===== src/rtl/lis_shell_pkg.sv =====
package lis_shell_pkg;
  // Strobes from control to datapath
  typedef struct packed {
    logic fire;   // all inputs ready: advance core
    logic stall;  // at least one input void: freeze core
  } shellStrobe_t;
endpackage


===== src/rtl/lis_relay_chain.sv =====
module lis_relay_chain #(
  parameter int WIDTH = 16,
  parameter int DEPTH = 1
) (
  input  logic             clk,
  input  logic             rst,
  input  logic             inValid,
  input  logic [WIDTH-1:0] inData,
  output logic             outValid,
  output logic [WIDTH-1:0] outData
);
  generate
    if (DEPTH == 0) begin : g_wire
      assign outValid = inValid;
      assign outData  = inData;
    end else begin : g_regs
      logic [DEPTH-1:0]            validPipe;
      logic [DEPTH-1:0][WIDTH-1:0] dataPipe;

      always_ff @(posedge clk) begin
        if (rst) begin
          validPipe <= '0;
          dataPipe  <= '0;
        end else begin
          validPipe[0] <= inValid;
          dataPipe[0]  <= inData;
          for (int s = 1; s < DEPTH; s++) begin
            validPipe[s] <= validPipe[s-1];
            dataPipe[s]  <= dataPipe[s-1];
          end
        end
      end

      assign outValid = validPipe[DEPTH-1];
      assign outData  = dataPipe[DEPTH-1];
    end
  endgenerate
endmodule


===== src/rtl/lis_shell_ctrl.sv =====
module lis_shell_ctrl
  import lis_shell_pkg::*;
#(
  parameter int NUM_IN = 3
) (
  input  logic [NUM_IN-1:0] chanAvail,
  output shellStrobe_t      strobe
);
  logic allReady;

  // AND-causality: every channel must offer an event
  assign allReady     = &chanAvail;
  assign strobe.fire  = allReady;
  assign strobe.stall = ~allReady;
endmodule


===== src/rtl/lis_shell_dpath.sv =====
module lis_shell_dpath
  import lis_shell_pkg::*;
#(
  parameter int NUM_IN  = 3,
  parameter int NUM_OUT = 2,
  parameter int WIDTH   = 16,
  parameter int QDEPTH  = 4
) (
  input  logic                      clk,
  input  logic                      rst,
  input  logic [NUM_IN-1:0]         inValid,
  input  logic [NUM_IN*WIDTH-1:0]   inData,
  input  shellStrobe_t              strobe,
  output logic [NUM_IN-1:0]         chanAvail,
  output logic [NUM_IN-1:0]         chanFull,
  output logic [NUM_OUT-1:0]        coreValid,
  output logic [NUM_OUT*WIDTH-1:0]  coreData
);
  localparam int PTR_W = (QDEPTH > 1) ? $clog2(QDEPTH) : 1;
  localparam int CNT_W = $clog2(QDEPTH + 1);
  localparam logic [PTR_W-1:0] LAST_SLOT = PTR_W'(QDEPTH - 1);

  logic [NUM_IN-1:0][WIDTH-1:0] headData;

  function automatic logic [PTR_W-1:0] bumpPtr(input logic [PTR_W-1:0] p);
    return (p == LAST_SLOT) ? '0 : p + PTR_W'(1);
  endfunction

  // Per-channel holding queue with bypass of the arriving event
  generate
    for (genvar c = 0; c < NUM_IN; c++) begin : g_chan
      logic [WIDTH-1:0] slotMem [QDEPTH];
      logic [PTR_W-1:0] rdPtr, wrPtr;
      logic [CNT_W-1:0] fillCnt;
      logic             holding, takeSlot, storeIn;
      logic [WIDTH-1:0] arriving;

      assign arriving     = inData[c*WIDTH +: WIDTH];
      assign holding      = (fillCnt != '0);
      assign chanAvail[c] = holding | inValid[c];
      assign chanFull[c]  = (fillCnt == CNT_W'(QDEPTH));
      assign headData[c]  = holding ? slotMem[rdPtr] : arriving;
      assign takeSlot     = strobe.fire & holding;
      // arriving event is kept unless it is consumed directly this cycle
      assign storeIn      = inValid[c] & ~(strobe.fire & ~holding);

      always_ff @(posedge clk) begin
        if (rst) begin
          rdPtr   <= '0;
          wrPtr   <= '0;
          fillCnt <= '0;
        end else begin
          if (storeIn)  wrPtr <= bumpPtr(wrPtr);
          if (takeSlot) rdPtr <= bumpPtr(rdPtr);
          fillCnt <= fillCnt + CNT_W'(storeIn) - CNT_W'(takeSlot);
        end
      end

      always_ff @(posedge clk) begin
        if (!rst && storeIn) slotMem[wrPtr] <= arriving;
      end
    end
  endgenerate

  // Wrapped core: accumulator over all channel heads
  logic [WIDTH-1:0] stepSum, accReg, accNext;

  always_comb begin
    stepSum = '0;
    for (int c = 0; c < NUM_IN; c++) stepSum = stepSum + headData[c];
  end

  assign accNext = accReg + stepSum;

  logic [NUM_OUT-1:0] validReg;

  always_ff @(posedge clk) begin
    if (rst) begin
      accReg   <= '0;
      validReg <= '1;   // first informative event needs no input
    end else if (strobe.fire) begin
      accReg   <= accNext;
      validReg <= '1;
    end else begin
      validReg <= '0;   // clock enable low: state held, void emitted
    end
  end

  assign coreValid = validReg;

  generate
    for (genvar j = 0; j < NUM_OUT; j++) begin : g_out
      assign coreData[j*WIDTH +: WIDTH] = accReg;
    end
  endgenerate
endmodule


===== src/rtl/lat_ins_shell.sv =====
module lat_ins_shell
  import lis_shell_pkg::*;
#(
  parameter int NUM_IN    = 3,
  parameter int NUM_OUT   = 2,
  parameter int WIDTH     = 16,
  parameter int QDEPTH    = 4,
  parameter int OUT_DEPTH = 1
) (
  input  logic                     clk,
  input  logic                     rst,
  input  logic [NUM_IN-1:0]        inValid,
  input  logic [NUM_IN*WIDTH-1:0]  inData,
  output logic [NUM_OUT-1:0]       outValid,
  output logic [NUM_OUT*WIDTH-1:0] outData
);
  shellStrobe_t             strobe;
  logic [NUM_IN-1:0]        chanAvail;
  logic [NUM_IN-1:0]        chanFull;
  logic [NUM_OUT-1:0]       coreValid;
  logic [NUM_OUT*WIDTH-1:0] coreData;
  logic                     fireNow;

  assign fireNow = strobe.fire;

  lis_shell_ctrl #(.NUM_IN(NUM_IN)) i_ctrl (
    .chanAvail (chanAvail),
    .strobe    (strobe)
  );

  lis_shell_dpath #(
    .NUM_IN(NUM_IN), .NUM_OUT(NUM_OUT), .WIDTH(WIDTH), .QDEPTH(QDEPTH)
  ) i_dpath (
    .clk       (clk),
    .rst       (rst),
    .inValid   (inValid),
    .inData    (inData),
    .strobe    (strobe),
    .chanAvail (chanAvail),
    .chanFull  (chanFull),
    .coreValid (coreValid),
    .coreData  (coreData)
  );

  generate
    for (genvar j = 0; j < NUM_OUT; j++) begin : g_outRelay
      lis_relay_chain #(.WIDTH(WIDTH), .DEPTH(OUT_DEPTH)) i_relay (
        .clk      (clk),
        .rst      (rst),
        .inValid  (coreValid[j]),
        .inData   (coreData[j*WIDTH +: WIDTH]),
        .outValid (outValid[j]),
        .outData  (outData[j*WIDTH +: WIDTH])
      );
    end
  endgenerate
endmodule


===== config.mk =====
export PLATFORM = sky130hd
export DESIGN_NAME = lat_ins_shell
export DESIGN_NICKNAME = d
export VERILOG_FILES = /design/src/rtl/lis_shell_pkg.sv /design/src/rtl/lis_relay_chain.sv /design/src/rtl/lis_shell_ctrl.sv /design/src/rtl/lis_shell_dpath.sv /design/src/rtl/lat_ins_shell.sv
export SDC_FILE = /design/constraint.sdc
export NUM_CORES = 1
export LEC_CHECK = 0
export CAP_MARGIN = 20
export CORE_ASPECT_RATIO = 1.4
export CORE_MARGIN = 2
export CORE_UTILIZATION = 58
export DETAILED_ROUTE_END_ITERATION = 10
export PLACE_DENSITY = 0.86
export SETUP_SLACK_MARGIN = 0.5
export SLEW_MARGIN = 20
export SYNTH_ARGS = -nofsm -noshare
export SYNTH_HDL_FRONTEND = slang
export SYNTH_SLANG_ARGS = --single-unit

===== constraint.sdc =====
create_clock -name clk -period 5.65 [get_ports clk]
set_input_delay 1.13 -clock clk [delete_from_list [all_inputs] [get_ports clk]]
set_output_delay 1.13 -clock clk [all_outputs]
set_load 0.005 [all_outputs]

# [Yosys cells after proc, flatten, opt, wreduce, memory -nomap -nowiden]
# Memories as Yosys holds them, arrays and structs flattened. A register that Yosys moved wholly into a read port is not among the register bits.
# Index checks and enable logic that the tools add are counted.
[totals] ff_bits=57 ram_bits=192 in_bits=53 out_inout_bits=34 mem_count=3
[classes] addsub=15 eq_ne=6 muxes=22 bitwise_logic=18 reduce_logical=8
[mem_list] name="i_dpath.g_chan[0].slotMem" words=4 word_bits=16 rd=1 rd_ports_with_merged_regs=1 wr=1 line_no="lis_shell_dpath.sv:32" text="logic [WIDTH-1:0] slotMem [QDEPTH];"
[mem_list] name="i_dpath.g_chan[1].slotMem" words=4 word_bits=16 rd=1 rd_ports_with_merged_regs=1 wr=1 line_no="lis_shell_dpath.sv:32"
[mem_list] name="i_dpath.g_chan[2].slotMem" words=4 word_bits=16 rd=1 rd_ports_with_merged_regs=1 wr=1 line_no="lis_shell_dpath.sv:32"
[op_table] cell="16-bit adder" count=3
[op_table] cell="16-bit 2-to-1 mux" count=3
[op_table] cell="2-bit 2-to-1 mux" count=13
[op_table] cell="2-bit by 1-bit adder with 2-bit output, second input constant" count=6
[op_table] cell="2-bit == test, second input constant" count=6
[op_table] cell="3-bit by 1-bit adder with 3-bit output" count=3
[op_table] cell="1-bit AND" count=9
[op_table] cell="3-bit nonzero test" count=3
[op_table] cell="3-bit by 1-bit subtractor with 3-bit output" count=3
[op_table] cell="1-bit 2-to-1 mux" count=6
[op_table] cell="1-bit NOT" count=6
[op_table] cell="1-bit logical AND" count=3
[op_table] cell="1-bit OR" count=3
[op_table] cell="3-bit AND reduction" count=1
[op_table] cell="1-bit zero test" count=1

# [Logic depth before layout (Yosys ltp)]
[depth] depth_word=9 depth_mapped=16

# [Hierarchy]
# Synthesis repeated with hierarchy kept, for this count alone.
[unflattened] hier_cells=750 area_unflattened_um2=11830.1
[by_module_without_submodules] module="lis_shell_dpath" n_inst=1 cells_each=677 area_per_inst_um2=10860.4 seq_area_each_um2=6646.4
[by_module_without_submodules] module="lis_relay_chain" n_inst=2 cells_each=35 area_per_inst_um2=475.5 seq_area_each_um2=340.3
[by_module_without_submodules] module="lis_shell_ctrl" n_inst=1 cells_each=3 area_per_inst_um2=18.8 seq_area_each_um2=0.0

# [Least setup slack after synthesis]
# Ideal clock, no wire load.
[synth_path] kind="register -> register" start="register (tool-made name)" end="register i_dpath.accReg[13]" setup_time_ns=0.071 arrival_time_ns=4.556 required_ns=5.579 path_slack_ns=1.023 stages_incl_launch_ff=17 path_buffers=2 synth_period_minus_slack_ns=4.627 path_cell_list="dfxtp_1 buf_6 buf_1 mux4_2 mux2i_1 fa_1 fa_1 inv_1 ha_1 fa_1 a211oi_1 o21ai_0 a41o_1 a31oi_1 xnor2_1 nand2_1 a21oi_1"
[synth_rtl] item="end signal: assignment" line_no="lis_shell_dpath.sv:82" text="accReg <= accNext;"
[synth_rtl] item="end: declaration" line_no="lis_shell_dpath.sv:66" text="logic [WIDTH-1:0] stepSum, accReg, accNext;"

==> results.md <==
* Simple-gate area share of the yosys netlist at 4.50%
* EDFF count, synth at 192
* CTS tree: built
* Via count at 6121
* Drt drc at 0
* Critical path fanouts, max at 11
* Dominant cell type by area after synthesis: edfxtp_1
* Crit end category: flop
* Yosys cell types at 37
* Final setup violation count at 0
* Vias in the first global route at 6448
* Layout filler cell count at 1261
* Clock-pin slew on the worst setup and hold paths at 0.07 ns
* # port buffers at 86
* Die Area at between 20000 and 25000 um^2
* Area grow syn2layout at 16.5%
* Synth top area cells: edfxtp_1 (51%), dfxtp_1 (11%), mux4_2 (8.8%)
* Status: finished clean
* Gpl congestion at 0.846
* Actual slew at the worst max-slew pin at about 0.88 ns
* Average wire per standard cell at 20.8 um
* Clk_skew at 0.0185 ns
* ANT nets after route at 0
* XOR/XNOR Fraction of Synth Area at 1.71%
* Final cycle utilization of the critical path at 82.2%
* Critical Path AT at 5.07 ns
* Share of async-settable or async-resettable flops after synthesis at 0%
* Minimum clock period at 4.65 ns
* Count leader, synth: edfxtp_1
* Antenna violations before repair at 0
* CP Launch Type: flop
* Most frequent cells after synthesis: edfxtp_1 (192), inv_1 (65), dfxtp_1 (61), mux2i_1 (47), mux4_2 (44)
* Num CTS Buffers at 24
* Setup bufs post-CTS at 0
* Initial core utilization at 59.0%
* Die Ht at 169 um
* Diodes inserted at 0
* Hold Crit Start: i_dpath.coreValid[0]$_SDFF_PP1_
* # resized after CTS at 0
* Min-delay worst type: flop to flop
* Largest family of logic cells by synthesized area: multiplexers
* Sequential area share after synthesis at 61.9%
* Global-route usage over all layers at 22.8%
* Final Hold Vio Count at 0
* HPWL after DPL at 15200 um
* Clock Path Buffers at 3
* Synth warn at 0
* # nets final at ~940
* Critical Path RT at just over 6 ns
* First-pass GRT wire length at 35200 um
* Row Count at 60
* Highest clock rate at 0.215 GHz
* Share of cells above drive strength 1 at 12.5%
* Compound-Gate Fraction of Synth Area at 3.66%
* Drt first pass iters at 5
* Hold-fix buffers, CTS at 0
* Register bit total from synthesis at 253
* Mean Syn Cell Area at 15.4 um^2
* Setup tns final at 0 ns
* H-tree depth at 1
* Synth top area share at 51.1%
* Initial DRC count at 477
* WS Path Type: flop to flop
* Max-Cap Viols at 0
* Max-slew headroom at between 40% and 50%
* Max-slew violations at 0
* # clock sinks at 253
* Total grt overflow at 0
* Multiplexer share of the synthesized area at between 10% and 20%
* Worst skew pair latency at about 0.52 ns
* Post-Synthesis Cells at ~730
* Die X at 122 um
* Final wirelength at between 20000 and 25000 um
* Core ar. at 19100 um^2
* RSZ-0062 raised after global routing: false
* Root Driver: clkbuf_16
* Primary FF master, synth: edfxtp_1
* Synthesized area at 11300 um^2
* Post-synthesis net count at 855
* I/O pins at 87
* Vias per inst at 5.67
* Adder-cell area share of the yosys netlist at under 10%
* Pin count of the biggest net entering global routing at 39
[cell families after synthesis]
kind of cell,count (synthesis)
multiplexers,95
AO/OA/AOI/OAI,69
XOR/XNOR,22
flip-flops,253
buffers and inverters,110
adder cells (fa/ha/maj),69
AND/OR/NAND/NOR,115
[sequential cells by signal, indices dropped and copies added (netlist names), named ones only]
register,flops
i_dpath.g_chan.slotMem,192
g_outRelay.i_relay.outData,16
i_dpath.accReg,16
i_dpath.g_chan.fillCnt,9
i_dpath.g_chan.rdPtr,6
i_dpath.g_chan.wrPtr,6
g_outRelay.i_relay.outValid,1
i_dpath.coreValid,1
[critical path: stages, from the launching register on]
cell      delay [ns]
dfxtp_1         0.55
buf_4           0.34
mux4_2          0.53
mux2i_1         0.35
fa_1            0.54
fa_1            0.56
inv_1           0.05
ha_1            0.35
o21ai_0         0.11
nand2b_1        0.07
a21oi_1         0.31
o31ai_1         0.19
o31ai_1         0.27
xor2_1          0.10
a211oi_1        0.24
[placed cells by master (no fill, tap or decap), types with 4 or more instances in the layout]
cell | synthesis | layout
clkinv_2 | 0 | 8
or3_1 | 4 | 4
inv_1 | 65 | 65
buf_4 | 20 | 14
mux4_1 | 4 | 4
edfxtp_1 | 192 | 192
nor2b_1 | 5 | 5
dfxtp_1 | 61 | 61
xor2_1 | 7 | 7
bufinv_16 | 0 | 4
nor2_1 | 42 | 42
o21ai_0 | 14 | 14
nand2_1 | 38 | 38
clkbuf_16 | 0 | 25
a21oi_1 | 33 | 33
mux2i_1 | 47 | 47
and2_1 | 12 | 12
nor3_1 | 9 | 9
clkdlybuf4s50_1 | 0 | 85
clkbuf_8 | 0 | 4
a211oi_1 | 5 | 5
fa_1 | 33 | 33
xnor2_1 | 15 | 15
mux4_2 | 44 | 44
ha_1 | 36 | 36
[final cells by class]
cell class                 instances  area (um^2)  area share (%)
multi-input combinational        370         3790            28.8
clock buffer                      30          684            5.20
timing repair buffer             100          961            7.30
inverter                          65          244            1.85
clock inverter                    14          178            1.35
tap                              248          310            2.36
sequential                       253         6990            53.1
[per-layer routing]
layer / wire length, um / global-route usage (%) / vias up
met5: 0 / 0 / -
met4: 1130 / 10.9 / 0
met3: 1010 / 2.83 / 56
met2: 11600 / 39.8 / 177
met1: 8630 / 28.1 / 3081
li1: - / - / 2807
[final timing paths]
kind | to | slack (ns) | cells after the start
max | i_dpath.accReg[14]$_SDFFE_PP0P_ | 1.00 | 14
min | g_outRelay[0].i_relay.outValid$_SDFF_PP0_ | 0.44 | 1
max reg2reg | i_dpath.accReg[14]$_SDFFE_PP0P_ | 1.00 | 14
min reg2reg | g_outRelay[0].i_relay.outValid$_SDFF_PP0_ | 0.44 | 1
[metrics by stage]
stage          hold slack [ns]  cells  setup slack, ns  cell area, um^2  utilization, %
4_1_cts                  0.443   1080            0.980            13200            68.7
2_1_floorplan            0.414    733             1.02            11300               -
5_1_grt                  0.469   1080            0.617            13200            68.7
6_report                 0.435   1080             1.00            13200            68.7
3_5_place_dp             0.427   1036            0.601            12300            64.2
3_3_place_gp             0.425   1036            0.682            12300            64.2
Power is left out: the tool's default activity adds up to more than one toggle a clock period on the data nets, which glitch-free logic cannot reach.
